### src/rtl/npc_pkg.sv
package npc_pkg;

  typedef enum logic [2:0] {
    OP_SEQ   = 3'd0,
    OP_BEQZ  = 3'd1,
    OP_BNEZ  = 3'd2,
    OP_JABS  = 3'd3,
    OP_JREG  = 3'd4,
    OP_JDISP = 3'd5,
    OP_JREL  = 3'd6,
    OP_CALL  = 3'd7
  } npc_op_e;

endpackage

### src/rtl/npc_target_gen.sv
module npc_target_gen #(
  parameter int XLEN    = 32,
  parameter int SHORT_W = 16,
  parameter int LONG_W  = 26,
  parameter int STEP    = 4
) (
  input  npc_pkg::npc_op_e  op,
  input  logic [XLEN-1:0]    pc,
  input  logic [SHORT_W-1:0] off_s,
  input  logic [LONG_W-1:0]  off_l,
  input  logic [XLEN-1:0]    rval,
  output logic [XLEN-1:0]    seq_pc,
  output logic [XLEN-1:0]    target
);
  import npc_pkg::*;

  localparam logic [XLEN-1:0] STEP_V = XLEN'(STEP);

  logic [XLEN-1:0] sext_s, sext_l, base, offset;

  assign sext_s = {{(XLEN-SHORT_W){off_s[SHORT_W-1]}}, off_s};
  assign sext_l = {{(XLEN-LONG_W){off_l[LONG_W-1]}}, off_l};
  assign seq_pc = pc + STEP_V;

  // one shared adder: pick base and offset per operation
  always_comb begin
    base   = seq_pc;
    offset = sext_s;
    unique case (op)
      OP_SEQ:            begin base = seq_pc;        offset = '0;     end
      OP_BEQZ, OP_BNEZ:  begin base = seq_pc;        offset = sext_s; end
      OP_JABS:           begin base = '0;            offset = sext_l; end
      OP_JREG:           begin base = rval;          offset = '0;     end
      OP_JDISP:          begin base = rval;          offset = sext_s; end
      OP_JREL, OP_CALL:  begin base = seq_pc;        offset = sext_l; end
      default:           begin base = seq_pc;        offset = '0;     end
    endcase
  end

  assign target = base + offset;

endmodule

### src/rtl/npc_cond_eval.sv
module npc_cond_eval #(
  parameter int XLEN = 32
) (
  input  npc_pkg::npc_op_e op,
  input  logic [XLEN-1:0]   tval,
  output logic              take,
  output logic              is_call
);
  import npc_pkg::*;

  logic is_zero;
  assign is_zero = (tval == '0);

  always_comb begin
    unique case (op)
      OP_SEQ:  take = 1'b0;
      OP_BEQZ: take = is_zero;
      OP_BNEZ: take = !is_zero;
      default: take = 1'b1;
    endcase
  end

  assign is_call = (op == OP_CALL);

endmodule

### src/rtl/npc_out_slot.sv
module npc_out_slot #(
  parameter int W = 8
) (
  input  logic         clk,
  input  logic         rst_n,
  input  logic         in_valid,
  output logic         in_ready,
  input  logic [W-1:0] in_data,
  output logic         out_valid,
  input  logic         out_ready,
  output logic [W-1:0] out_data
);
  logic         vld_q;
  logic [W-1:0] data_q;

  assign in_ready  = !vld_q || out_ready;
  assign out_valid = vld_q;
  assign out_data  = data_q;

  always_ff @(posedge clk) begin
    if (!rst_n) begin
      vld_q  <= 1'b0;
      data_q <= '0;
    end else if (in_ready) begin
      vld_q <= in_valid;
      if (in_valid) data_q <= in_data;
    end
  end

endmodule

### src/rtl/npc_unit.sv
module npc_unit #(
  parameter int XLEN     = 32,
  parameter int SHORT_W  = 16,
  parameter int LONG_W   = 26,
  parameter int RIDX_W   = 5,
  parameter int LINK_REG = 31,
  parameter int STEP     = 4
) (
  input  logic              clk,
  input  logic              rst_n,
  input  logic              in_valid,
  output logic              in_ready,
  input  logic [XLEN-1:0]    in_pc,
  input  logic [2:0]         in_op,
  input  logic [SHORT_W-1:0] in_off16,
  input  logic [LONG_W-1:0]  in_off26,
  input  logic [XLEN-1:0]    in_rval,
  input  logic [XLEN-1:0]    in_tval,
  output logic              out_valid,
  input  logic              out_ready,
  output logic [XLEN-1:0]    out_next_pc,
  output logic              out_taken,
  output logic              out_misalign,
  output logic              out_link_we,
  output logic [RIDX_W-1:0]  out_link_idx,
  output logic [XLEN-1:0]    out_link_data
);
  import npc_pkg::*;

  localparam int RES_W = 2*XLEN + RIDX_W + 3;
  localparam logic [RIDX_W-1:0] LINK_IDX = RIDX_W'(LINK_REG);

  npc_op_e         op;
  logic [XLEN-1:0] seq_pc, target, next_pc;
  logic            take, is_call, misal;
  logic [RES_W-1:0] res_d, res_q;

  assign op = npc_op_e'(in_op);

  npc_target_gen #(
    .XLEN(XLEN), .SHORT_W(SHORT_W), .LONG_W(LONG_W), .STEP(STEP)
  ) u_tgt (
    .op(op), .pc(in_pc), .off_s(in_off16), .off_l(in_off26),
    .rval(in_rval), .seq_pc(seq_pc), .target(target)
  );

  npc_cond_eval #(.XLEN(XLEN)) u_cond (
    .op(op), .tval(in_tval), .take(take), .is_call(is_call)
  );

  assign next_pc = take ? target : seq_pc;
  assign misal   = take && (target[1:0] != 2'b00);

  assign res_d = {next_pc, take, misal, is_call,
                  is_call ? LINK_IDX : '0,
                  is_call ? seq_pc   : '0};

  npc_out_slot #(.W(RES_W)) u_slot (
    .clk(clk), .rst_n(rst_n),
    .in_valid(in_valid), .in_ready(in_ready), .in_data(res_d),
    .out_valid(out_valid), .out_ready(out_ready), .out_data(res_q)
  );

  assign {out_next_pc, out_taken, out_misalign, out_link_we,
          out_link_idx, out_link_data} = res_q;

endmodule

### config.mk
export PLATFORM = sky130hd
export DESIGN_NAME = npc_unit
export DESIGN_NICKNAME = d
export VERILOG_FILES = /design/src/rtl/npc_pkg.sv /design/src/rtl/npc_target_gen.sv /design/src/rtl/npc_cond_eval.sv /design/src/rtl/npc_out_slot.sv /design/src/rtl/npc_unit.sv
export SDC_FILE = /design/constraint.sdc
export NUM_CORES = 1
export LEC_CHECK = 0
export BUFFER_PORTS_ARGS = -buffer_cell sky130_fd_sc_hd__buf_4
export CAP_MARGIN = 20
export CORE_MARGIN = 2
export CORE_UTILIZATION = 45
export DETAILED_ROUTE_END_ITERATION = 6
export GPL_TIMING_DRIVEN = 0
export PLACE_DENSITY = 0.79
export SLEW_MARGIN = 20
export SYNTH_ARGS = -nofsm -noshare
export SYNTH_HDL_FRONTEND = slang
export SYNTH_SLANG_ARGS = --single-unit
export TNS_END_PERCENT = 5
### constraint.sdc
create_clock -name clk -period 3.61 [get_ports clk]
set_input_delay 0.361 -clock clk [delete_from_list [all_inputs] [get_ports clk]]
set_output_delay 0.361 -clock clk [all_outputs]
set_load 0.02 [all_outputs]
==> out/metrics.csv, run 1 <==
metric,value,unit
TritonCTS clock tree,done,
Max Cap Viol,0,
result of the run,"finished, violations left",
number of fill cells in the layout,1029,
Clock power frac,0.296,
worst slack at placement,-0.789,ns
fraction of power consumed by combinational cells,0.403,
area added between synthesis and finish,44.8,%
number of flops mapped to enable cells by yosys,0,
actual transition at the worst max-transition pin,0.655,ns
min cycle time layout,3.58,ns
type of element launching the critical path,primary input,
clock buffers created by TritonCTS,9,
Ys Warns,0,
worst slew margin relative to its limit,0.563,
number of nets with antenna violations after detailed routing,0,
switching power share of the total,0.361,
Ant. Diodes,0,
capturing element type of the critical path,flop,
Chip Width,113,um
PnR Total Power,2.77,mW
Fin Clk Skew,0.00353,ns
final HPWL from detailed placement,16.1,mm
cell accounting for the most synthesized area,sky130_fd_sc_hd__dfxtp_1,
starting utilization of the core area,0.466,
total negative slack for setup checks,0,ns
Final setup violation count,0,
number of failing hold endpoints at the final stage,0,
portion of total power attributed to sequential cells,0.301,
number of top-level design ports,219,
drt first-iter violations,535,
count of unique library cells instantiated by Yosys,53,
placeable core area,11500,um2
layout cell share with drive strength beyond 1,0.306,
type of the worst min-delay path,in2reg,
number of instances in the synthesized netlist,744,
critical path start-end classification,in2reg,
worst setup slack after layout,0.0299,ns
RD Place Congestion,0.980,
highest-delay cell along the critical path,sky130_fd_sc_hd__or3_1,
Avg WL per Cell,18.5,um
static leakage,3.65,nW
GR Util All Layers,0.306,
Root Buffer Master,sky130_fd_sc_hd__clkbuf_16,
pwr/cell area,357,nW/um2
violations in the final reports,design-rule violations,
pin count of the biggest net entering global routing,12,
global-route wire length before repair,30.6,mm
worst endpoint required time,3.83,ns
CTS Buffer Depth,2,
via count,6588,
Peak Freq,279,MHz
Detailed Route WL,20.9,mm
post-route cell area,7770,um2
internal power contribution,1.77,mW
top post-synthesis cells by area,"sky130_fd_sc_hd__dfxtp_1 (25%), sky130_fd_sc_hd__nor2_1 (7.8%), sky130_fd_sc_hd__ha_1 (7.7%), sky130_fd_sc_hd__a21oi_1 (6.4%), sky130_fd_sc_hd__nand2_1 (6.1%)",
main flop type after synthesis,sky130_fd_sc_hd__dfxtp_1,
number of antenna violations at the first check in global routing,0,
portion of the post-synthesis area used by sequential elements,0.254,
crit-path max cell delay,0.42,ns
"FF+latch count, synth",68,
clock sink total,68,
post-layout util,0.674,
number of buffers added to fix hold violations after cts,0,
via count of the first global-routing pass,6020,
fin. max-slew vios,0,
setup repair after global routing missed its margin,yes,
Clock Pin Slew Worst Setup and Hold Paths,0.06,ns
DRC violations left,19,
area of the mapped netlist,5360,um2
# placed instances,1105,
via count normalized by instance count,5.82,
chip height,113,um
full die area,12800,um2
site row count,39,
worst endpoint data arrival time,3.80,ns
port bufs,218,
switching pwr,1.00,mW
Post-Synthesis Mean Instance Area,7.21,um2
async set or reset register ratio after synthesis,0,
drt pass-1 iters,7,
# nets final,1162,
part of the cycle the worst path needs,0.992,
"Critical Path, Cell by Cell","buf_4, ha_2, nand3_2, nor2_4, nand3_1, xnor2_2, a22o_1, ha_1, and3_1, a221oi_2, nand4b_1, o21ai_2, nor3_1, or3_1, a31oi_1, xor2_1, o21ai_0",
maximum fanout along the worst path,7,
deepest level of the CTS H-tree,3,
Layout Cells excl Fill,1131,
clock latency of the later-clocked register in the worst-skew pair,0.34,ns
VDD IR max,316,uV
total nets after synthesis,923,
post-placement cell area,7180,um2
final-layout worst hold slack,0.286,ns
area fraction of the dominant cell type after synthesis,0.254,
Overflow after GRT,0,
==> registers in the layout, summed over array words and instances, names as in the netlist <==
register / flops
u_slot.out_data: 67
u_slot.out_valid: 1
==> cells in the mapped netlist, types with 6 or more instances <==
library cell,count
sky130_fd_sc_hd__nor4_1,9
sky130_fd_sc_hd__a22o_1,11
sky130_fd_sc_hd__dfxtp_1,68
sky130_fd_sc_hd__mux2i_1,13
sky130_fd_sc_hd__o21a_1,6
sky130_fd_sc_hd__nor3_1,12
sky130_fd_sc_hd__nor2_1,112
sky130_fd_sc_hd__and3_1,6
sky130_fd_sc_hd__nand4_1,14
sky130_fd_sc_hd__clkbuf_1,33
sky130_fd_sc_hd__xnor2_1,25
sky130_fd_sc_hd__a211oi_1,12
sky130_fd_sc_hd__a22oi_1,13
sky130_fd_sc_hd__nand2_1,87
sky130_fd_sc_hd__a21o_1,26
sky130_fd_sc_hd__a21oi_1,69
sky130_fd_sc_hd__inv_1,8
sky130_fd_sc_hd__o21ai_0,58
sky130_fd_sc_hd__a31oi_1,8
sky130_fd_sc_hd__nand3_1,25
sky130_fd_sc_hd__ha_1,33
sky130_fd_sc_hd__xor2_1,27
==> kinds of logic (layout without fill, tap and decap cells) <==
logic type | Yosys count | count (layout) | synth area share
AO/OA/AOI/OAI | 232 | 232 | 0.272
XOR/XNOR | 52 | 52 | 0.0849
adder cells (fa/ha/maj) | 34 | 34 | 0.0807
buffers and inverters | 51 | 295 | 0.0392
flip-flops | 68 | 68 | 0.254
multiplexers | 13 | 13 | 0.0243
AND/OR/NAND/NOR | 294 | 294 | 0.245
==> power by group through the flow <==
| stage | registers (mW) | logic [mW] | clock network [mW] |
|---|---|---|---|
| global route | 0.839 | 1.20 | 0.855 |
| global placement | 0.850 | 1.03 | 0 |
| detailed placement | 0.850 | 1.03 | 0 |
| CTS | 0.835 | 1.06 | 0.815 |
| floorplan | 0.902 | 0.583 | 0 |
| finish | 0.836 | 1.12 | 0.821 |
==> path summary, 6_finish.rpt <==
path	cells past startpoint	endpoint	slack, ns	start
worst max-delay path	17	u_slot.out_data[64]	0.03	in_pc[2]
worst min-delay path	3	u_slot.out_data[0]	0.29	in_pc[0]
worst max register to register	6	u_slot.out_data[24]	1.45	u_slot.out_valid
worst min register to register	2	u_slot.out_data[56]	0.47	u_slot.out_data[56]
==> cells in the final DEF (no fill, tap or decap), drive strengths merged, types with 3 or more instances in the layout <==
cell type | synthesis | routed
a31oi | 8 | 8
mux2i | 13 | 13
nand2b | 5 | 5
inv | 8 | 7
ha | 33 | 33
nand4b | 3 | 3
or2 | 5 | 5
o21a | 6 | 6
o211ai | 5 | 5
nor4 | 9 | 9
a22o | 11 | 11
o21ai | 60 | 60
clkbuf | 33 | 41
nor2 | 112 | 112
buf | 10 | 241
and3 | 6 | 6
a21o | 26 | 26
nor3 | 12 | 12
and4 | 3 | 3
nor3b | 3 | 3
nand4 | 14 | 14
nand2 | 87 | 87
a211oi | 13 | 13
nand3 | 25 | 25
and2 | 4 | 4
xor2 | 27 | 27
a21oi | 70 | 70
a22oi | 13 | 13
clkinv | 0 | 4
xnor2 | 25 | 25
dfxtp | 68 | 68
nor2b | 3 | 3
==> layout make-up <==
class / count / area, um2 / area share
Buffer: 41 / 194 / 0.0250
Clock buffer: 11 / 243 / 0.0313
Clock inverter: 5 / 27.5 / 0.00354
Inverter: 8 / 33.8 / 0.00435
Multi-Input combinational cell: 625 / 4000 / 0.515
Sequential cell: 68 / 1360 / 0.175
Tap cell: 143 / 179 / 0.0230
Timing Repair Buffer: 230 / 1730 / 0.222
==> per-layer routing <==
metal / part of all wire / GRT usage / routed length, um / vias to the layer above
li1: - / - / - / 3156
met1: 0.41 / 0.401 / 8590 / 3014
met2: 0.46 / 0.507 / 9530 / 374
met3: 0.11 / 0.0632 / 2250 / 44
met4: 0.025 / 0.0967 / 530 / 0
met5: 0 / 0 / 0 / -
==> worst max-delay path: cells and delay by family <==
kind | cells | cell delay, ns
xor+xnor | 2 | 0.42
compound gates | 5 | 1.06
fa+ha+maj | 2 | 0.54
buf+inv | 1 | 0.13
simple gates | 7 | 1.28
==> repair_timing <==
item / in CTS / in global routing
pin swaps: 4 / 17
buffers inserted: 4 / 8
endpoints found under the setup margin: 17 / 12
resized for setup: 27 / 36
endpoints found under the hold margin: 0 / 0
(Power assumes the default switching activity.)
==> run 2: changes to the inputs <==
--- a/config.mk
+++ b/config.mk
@@ -8,12 +8,13 @@
 export BUFFER_PORTS_ARGS = -buffer_cell sky130_fd_sc_hd__buf_4
 export CAP_MARGIN = 20
 export CORE_MARGIN = 2
-export CORE_UTILIZATION = 45
+export CORE_UTILIZATION = 48
 export DETAILED_ROUTE_END_ITERATION = 6
 export GPL_TIMING_DRIVEN = 0
-export PLACE_DENSITY = 0.79
+export PLACE_DENSITY = 0.8
 export SLEW_MARGIN = 20
 export SYNTH_ARGS = -nofsm -noshare
 export SYNTH_HDL_FRONTEND = slang
+export SYNTH_HIERARCHICAL = 1
 export SYNTH_SLANG_ARGS = --single-unit
 export TNS_END_PERCENT = 5
==> run 2 against run 1 <==
Compared with the run above: clock skew rose by 0.00055 ns; largest cell class unchanged; the run now ends clean; worst hold slack improved by 0.0093 ns; critical path depth rose by 1; die area rose by 19%; core utilization fell by 0.12 points; largest power group unchanged.
==> out/metrics.csv, run 2 <==
metric,value,unit,change
number of instances in the synthesized netlist,841,,+13%
final HPWL from detailed placement,17.0,mm,+5.4%
setup repair after global routing missed its margin,yes,,
area fraction of the dominant cell type after synthesis,0.214,,-0.0397
actual transition at the worst max-transition pin,0.602,ns,-0.0533 ns
top post-synthesis cells by area,"sky130_fd_sc_hd__dfxtp_1 (21%), sky130_fd_sc_hd__mux2i_1 (11%), sky130_fd_sc_hd__nand2_1 (10%), sky130_fd_sc_hd__mux2_4 (6.4%), sky130_fd_sc_hd__ha_1 (6.1%)",,
Fin Clk Skew,0.00408,ns,+0.000547 ns
static leakage,4.45,nW,+22%
Ant. Diodes,0,,unchanged
count of unique library cells instantiated by Yosys,62,,+17%
Clock Pin Slew Worst Setup and Hold Paths,0.06,ns,about the same
deepest level of the CTS H-tree,3,,unchanged
highest-delay cell along the critical path,sky130_fd_sc_hd__or3_4,,
clock buffers created by TritonCTS,9,,unchanged
number of antenna violations at the first check in global routing,0,,unchanged
worst setup slack after layout,0.00632,ns,-0.0235 ns
"FF+latch count, synth",73,,+7.4%
fin. max-slew vios,0,,unchanged
Overflow after GRT,0,,unchanged
result of the run,"complete, no violations",,
Root Buffer Master,sky130_fd_sc_hd__clkbuf_16,,
pin count of the biggest net entering global routing,14,,+2
cell accounting for the most synthesized area,sky130_fd_sc_hd__dfxtp_1,,
kind of cell with the highest combined delay on the critical path,simple AND/OR/NAND/NOR gates,,
portion of the post-synthesis area used by sequential elements,0.214,,-0.0397
async set or reset register ratio after synthesis,0,,unchanged
most instantiated library cell after synthesis,sky130_fd_sc_hd__nand2_1,,
Post-Synthesis Mean Instance Area,8.11,um2,+13%
maximum fanout along the worst path,6,,-1
number of top-level design ports,219,,unchanged
port bufs,217,,-0.46%
clock sink total,73,,+7.4%
number of failing hold endpoints at the final stage,0,,unchanged
via count,7087,,+7.6%
critical path start-end classification,in2reg,,
"most common cell after layout, fill and taps aside",sky130_fd_sc_hd__buf_4,,
part of the cycle the worst path needs,0.998,,+0.00652
Max Cap Viol,0,,unchanged
full die area,15200,um2,+19%
Ys Warns,6,,+6
number of fill cells in the layout,1169,,+14%
via count normalized by instance count,5.62,,-3.5%
drt pass-1 iters,5,,-2
VDD IR max,205,uV,-35%
area added between synthesis and finish,36.9,%,
final-layout worst hold slack,0.295,ns,+0.00927 ns
max reg flops,72,,+7.5%
worst slack at placement,-1.21,ns,-0.421 ns
Crit. path cell count,18,,+1
layout cell share with drive strength beyond 1,0.344,,+0.0385
worst endpoint required time,3.85,ns,+0.02 ns
DRC violations left,0,,-19
"commonest cells after routing, fill and taps aside","sky130_fd_sc_hd__buf_4 (232), sky130_fd_sc_hd__nand2_1 (187), sky130_fd_sc_hd__mux2i_1 (73), sky130_fd_sc_hd__dfxtp_1 (73), sky130_fd_sc_hd__a22o_1 (36)",,
main flop type after synthesis,sky130_fd_sc_hd__dfxtp_1,,
global-route wire length before repair,33.8,mm,+11%
type of the worst min-delay path,in2reg,,
# nets final,1255,,+8.0%
CTS Buffer Depth,2,,unchanged
area of the mapped netlist,6820,um2,+27%
number of flops mapped to enable cells by yosys,0,,unchanged
via count of the first global-routing pass,6909,,+15%
RD Place Congestion,0.955,,-2.6%
placeable core area,13900,um2,+21%
GR Util All Layers,0.286,,-0.0201
drt first-iter violations,416,,-22%
pwr/cell area,348,nW/um2,-2.5%
worst slew margin relative to its limit,0.599,,+0.0355
PnR Total Power,3.25,mW,+17%
"Critical Path, Cell by Cell","buf_4, and4_4, and3_4, and2_4, nand2_1, xnor2_2, o22ai_1, nor2_2, ha_4, nand4_1, or3_4, nor3_4, o211ai_1, a31o_2, xnor2_1, mux2_2, nand2_1, mux2i_1",,
CP most frequent cell,sky130_fd_sc_hd__nand2_1,,
min cycle time layout,3.60,ns,+0.0235 ns
Peak Freq,277,MHz,-0.65%
capturing element type of the critical path,flop,,
starting utilization of the core area,0.492,,+0.0260
TritonCTS clock tree,done,,
Avg WL per Cell,17.6,um,-4.8%
Chip Width,123,um,+8.9%
clock latency of the later-clocked register in the worst-skew pair,0.34,ns,about the same
type of element launching the critical path,primary input,,
site row count,43,,+10%
Buf/Inv on CP,1,,unchanged
total nets after synthesis,1020,,+11%
crit-path max cell delay,0.44,ns,+0.02 ns
Detailed Route WL,22.2,mm,+6.1%
chip height,123,um,+8.9%
worst endpoint data arrival time,3.84,ns,+0.04 ns
hold depth,3,,unchanged
number of nets with antenna violations after detailed routing,0,,unchanged
Final setup violation count,0,,unchanged
worst reg-to-reg path cell count,5,,-1
most numerous cell types in the synthesized netlist,"sky130_fd_sc_hd__nand2_1 (189), sky130_fd_sc_hd__dfxtp_1 (73), sky130_fd_sc_hd__mux2i_1 (73), sky130_fd_sc_hd__a21oi_1 (39)",,
[run 2: changes by cell type after synthesis, sizes merged, moves of 25 or more]
cell and change:
and2 +34, a21oi -31, mux2i +60, mux2 +33
nor2 -78, o21ai -35, a22o +25, nand2 +102
[run 2: per-stage QoR]
step,area (um2),utilization,TNS (ns),std cells
final,9350,0.673,0,1261
after global routing,9350,0.673,-0.564,1261
after CTS,9140,0.658,0,1255
after detailed placement,8690,0.626,-20.95,1238
after global placement,8690,0.626,-20.08,1238
after floorplan,6840,-,0,841
[run 2: final timing paths]
kind / from / end / slack [ns]
max: in_pc[4] / u_slot/out_data[71] / 0.006
min: in_valid / u_slot/out_valid / 0.30
max reg2reg: u_slot/out_valid / u_slot/out_data[10] / 2.39
min reg2reg: u_slot/out_data[48] / u_slot/out_data[48] / 0.46
[run 2: timing repair]
action	4_1_cts	5_1_grt
setup endpoints to repair	23	18
buffers inserted	5	7
pin swaps	4	14
cloned	0	0
gates resized for setup	44	36
hold buffers	0	0
[run 2: area by class of cell]
| type | count | area (um2) | share of cell area |
|---|---|---|---|
| Buffer | 45 | 400 | 0.0428 |
| Clock buffer | 11 | 253 | 0.0270 |
| Clock inverter | 5 | 38.8 | 0.00415 |
| Inverter | 18 | 67.6 | 0.00723 |
| Multi-Input combinational cell | 700 | 5180 | 0.554 |
| Sequential cell | 73 | 1460 | 0.156 |
| Tap cell | 180 | 225 | 0.0241 |
| Timing Repair Buffer | 229 | 1720 | 0.184 |
[run 2: cell families (layout without fill, tap and decap cells)]
family,Yosys count,after routing,share of synthesized area
and+or+nand+nor,329,329,0.225
AOI/OAI and AO/OA,172,172,0.177
muxes,106,106,0.177
buffers and inverters,68,308,0.0675
adders and majority gates,34,34,0.0634
DFF,73,73,0.214
xor gates and xnor gates,59,59,0.0757
[run 2: power breakdown]
group | leakage, nW | switching (mW) | total [mW] | internal [mW]
registers | 0.596 | 0.0312 | 0.898 | 0.867
clock network | 0.130 | 0.376 | 0.881 | 0.505
logic | 3.73 | 0.739 | 1.47 | 0.735
total | 4.45 | 1.15 | 3.25 | 2.11
[run 2: worst register-to-register path, stage by stage, from the launching register on]
cell and delay (ns):
sky130_fd_sc_hd__dfxtp_1 0.33, sky130_fd_sc_hd__nand2b_4 0.08, sky130_fd_sc_hd__and2_4 0.15, sky130_fd_sc_hd__buf_12 0.16, sky130_fd_sc_hd__buf_12 0.17, sky130_fd_sc_hd__mux2i_1 0.25
[run 2: routing by layer]
metal,vias to the layer above,GRT usage,wire [um]
li1,3443,-,-
met1,3306,0.366,9360
met2,303,0.478,10500
met3,35,0.0507,1730
met4,0,0.109,554
met5,-,0,0
==> run 3: changes to the inputs <==
--- a/config.mk
+++ b/config.mk
@@ -5,10 +5,11 @@
 export SDC_FILE = /design/constraint.sdc
 export NUM_CORES = 1
 export LEC_CHECK = 0
+export ABC_AREA = 1
 export BUFFER_PORTS_ARGS = -buffer_cell sky130_fd_sc_hd__buf_4
 export CAP_MARGIN = 20
 export CORE_MARGIN = 2
-export CORE_UTILIZATION = 48
+export CORE_UTILIZATION = 49
 export DETAILED_ROUTE_END_ITERATION = 6
 export GPL_TIMING_DRIVEN = 0
 export PLACE_DENSITY = 0.8
==> run 3 against run 2 <==
Compared with the run above: routed wire length grew 24%; synthesized cell count grew 61%; area after synthesis grew 15%; largest cell class unchanged; largest power group unchanged; non-clock buffer count grew 6; power grew 1.8%; via count grew 30%; combinational power grew 9%; fmax grew 5.7%; setup slack gained 0.19 ns; highest routed layer unchanged; clock skew grew 0.0024 ns.
==> out/metrics.csv, run 3 <==
metric,value,unit,change
result of the run,"complete, no violations",,
max reg flops,72,,unchanged
switching power share of the total,0.403,,+0.0503
Final setup violation count,0,,unchanged
number of flops mapped to enable cells by yosys,0,,unchanged
main flop type after synthesis,sky130_fd_sc_hd__dfxtp_1,,
clock latency of the later-clocked register in the worst-skew pair,0.33,ns,about the same
total nets after synthesis,1534,,+50%
starting utilization of the core area,0.497,,+0.00545
Chip Width,130,um,+5.9%
number of top-level design ports,219,,unchanged
via count,9238,,+30%
final HPWL from detailed placement,22.7,mm,+34%
fraction of power consumed by combinational cells,0.482,,+0.029
combined area of the multi-input logic cells,5200,um2,+0.41%
CTS Buffer Depth,2,,unchanged
PnR Total Power,3.31,mW,+1.8%
part of the cycle the worst path needs,0.944,,-0.0539
Ys Warns,6,,unchanged
area fraction of the dominant cell type after synthesis,0.212,,-0.00250
switching pwr,1.33,mW,+16%
worst endpoint data arrival time,3.63,ns,-0.21 ns
Detailed Route WL,27.5,mm,+24%
kind of cell with the highest combined delay on the critical path,simple AND/OR/NAND/NOR gates,,
DRC violations left,0,,unchanged
static leakage,5.63,nW,+27%
Overflow after GRT,0,,unchanged
VDD IR max,291,uV,+42%
GR Util All Layers,0.317,,+0.0308
maximum fanout along the worst path,4,,-2
Fin Clk Skew,0.00645,ns,+0.00237 ns
number of failing hold endpoints at the final stage,0,,unchanged
cell accounting for the most synthesized area,sky130_fd_sc_hd__nand2_1,,
total negative slack for setup checks,0,ns,unchanged
critical path start-end classification,in2reg,,
most numerous cell types in the synthesized netlist,"sky130_fd_sc_hd__nand2_1 (442), sky130_fd_sc_hd__inv_1 (188), sky130_fd_sc_hd__nor2_1 (151), sky130_fd_sc_hd__nand3_1 (119), sky130_fd_sc_hd__a21oi_1 (101)",,
Root Buffer Master,sky130_fd_sc_hd__clkbuf_16,,
via count of the first global-routing pass,8238,,+19%
number of antenna violations at the first check in global routing,0,,unchanged
Buf/Inv on CP,2,,+1
global-route wire length before repair,42.1,mm,+25%
"commonest cells after routing, fill and taps aside","sky130_fd_sc_hd__nand2_1 (441), sky130_fd_sc_hd__buf_4 (231), sky130_fd_sc_hd__inv_1 (188)",,
setup repair after global routing missed its margin,yes,,
actual transition at the worst max-transition pin,0.925,ns,+0.323 ns
final-layout worst hold slack,0.389,ns,+0.0942 ns
full die area,17000,um2,+12%
min cycle time layout,3.41,ns,-0.195 ns
Ant. Diodes,0,,unchanged
internal power contribution,1.98,mW,-6.1%
deepest level of the CTS H-tree,3,,unchanged
type of the worst min-delay path,in2reg,,
count of unique library cells instantiated by Yosys,51,,-18%
number of nets with antenna violations after detailed routing,0,,unchanged
Clock power frac,0.239,,-0.032
"Critical Path, Cell by Cell","buf_4, nand2_1, nor2_1, nand2_1, nor2_2, nand3_2, xnor2_1, a22o_1, ha_1, a21oi_1, o21ai_0, a21oi_1, nor2_1, nor2_1, nand2_1, nand2_1, nand2_1, nand2_1, nand2_1, inv_1, nand3_1, nand2_1, nor2_1",,
number of fill cells in the layout,1582,,+35%
Avg WL per Cell,15.2,um,-13%
type of element launching the critical path,primary input,,
Sequential cell area,1460,um2,unchanged
pin count of the biggest net entering global routing,12,,-2
Peak Freq,293,MHz,+5.7%
global route hottest layer,met2,,
clock sink total,73,,unchanged
area added between synthesis and finish,28.5,%,
portion of total power attributed to sequential cells,0.279,,+0.003
TritonCTS clock tree,done,,
capturing element type of the critical path,flop,,
clock buffers created by TritonCTS,9,,unchanged
"most common cell after layout, fill and taps aside",sky130_fd_sc_hd__nand2_1,,
async set or reset register ratio after synthesis,0,,unchanged
worst slew margin relative to its limit,0.381,,-0.218
placeable core area,15800,um2,+14%
met1 layer usage reported by global route,0.437,,+0.0705
Clock Pin Slew Worst Setup and Hold Paths,0.05,ns,about the same
crit-path max cell delay,0.60,ns,+0.16 ns
port bufs,216,,-0.46%
CP most frequent cell,sky130_fd_sc_hd__nand2_1,,
site row count,46,,+7.0%
chip height,130,um,+5.9%
via count normalized by instance count,5.12,,-8.9%
# nets final,1763,,+40%
"FF+latch count, synth",73,,unchanged
fin. max-slew vios,0,,unchanged
most instantiated library cell after synthesis,sky130_fd_sc_hd__nand2_1,,
number of instances in the synthesized netlist,1355,,+61%
top post-synthesis cells by area,"sky130_fd_sc_hd__nand2_1 (21%), sky130_fd_sc_hd__dfxtp_1 (19%), sky130_fd_sc_hd__inv_1 (9.0%), sky130_fd_sc_hd__nand3_1 (7.6%), sky130_fd_sc_hd__nor2_1 (7.2%)",,
area of the mapped netlist,7840,um2,+15%
Max Cap Viol,0,,unchanged
drt first-iter violations,738,,+77%
portion of the post-synthesis area used by sequential elements,0.186,,-0.0277
RD Place Congestion,1.06,,+11%
post-layout util,0.639,,-0.0345
layout cell share with drive strength beyond 1,0.224,,-0.121
drt pass-1 iters,5,,unchanged
highest-delay cell along the critical path,sky130_fd_sc_hd__xnor2_1,,
worst endpoint required time,3.83,ns,-0.02 ns
Post-Synthesis Mean Instance Area,5.79,um2,-29%
met3 track demand over resource in global routing,0.0314,,-0.0194
met2 usage in global routing,0.518,,+0.0407
pwr/cell area,329,nW/um2,-5.6%
==> run 3: kinds of logic after synthesis <==
| group | count (synthesis) | synth area share |
|---|---|---|
| buf+inv | 256 | 0.157 |
| simple gates | 770 | 0.415 |
| fa+ha+maj | 34 | 0.0552 |
| flops | 73 | 0.186 |
| xor+xnor | 38 | 0.0444 |
| compound gates | 184 | 0.142 |
==> run 3: worst paths after layout <==
check                                         start                   to  slack (ns)  cells after the start
worst max-delay path                       in_pc[4]  u_slot/out_data[69]        0.20                     23
worst min-delay path                          rst_n  u_slot/out_data[68]        0.39                      3
worst max register to register     u_slot/out_valid  u_slot/out_data[54]        2.49                      5
worst min register to register  u_slot/out_data[34]  u_slot/out_data[34]        0.48                      2
==> run 3: timing repair <==
item,CTS,global route
resized for setup,2,14
setup buffers,0,2
hold buffers,0,0
pin swaps,0,2
setup endpoints to repair,8,16
==> run 3: layer usage <==
layer	wire (um)	vias to the layer above
met5	0	-
met4	881	0
met3	1880	53
met2	12400	376
met1	12400	4089
li1	-	4720
==> run 3: power groups by stage <==
stage                     Sequential [mW]  Clock, mW  Combinational (mW)
after detailed placement            0.938          0                1.54
after CTS                           0.922      0.799                1.55
after global routing                0.929      0.826                1.75
after floorplan                      1.01          0               0.922
final                               0.922      0.791                1.60
after global placement              0.936          0                1.53
==> run 3: final cells by class <==
cell class,instances,share of cell area
multi-input combinational,1026,0.516
sequential,73,0.145
clock buffer,11,0.0241
inverter,194,0.0730
clock inverter,4,0.00199
buffer,62,0.0502
tap,216,0.0268
timing repair buffer,218,0.162
==> run 3: stage by stage <==
step,setup WS [ns],instances,cell area [um2]
3_5_place_dp,-0.454,1787,9730
6_report,0.201,1804,10100
4_1_cts,0.0525,1802,10000
3_3_place_gp,-0.392,1787,9730
5_1_grt,-0.00122,1804,10100
2_1_floorplan,0.536,1355,7840
==> run 3: tightest hold or removal path, cell delays in order <==
cell and delay, ns:
sky130_fd_sc_hd__buf_2 0.19, sky130_fd_sc_hd__nand2_1 0.09, sky130_fd_sc_hd__nor2_1 0.03
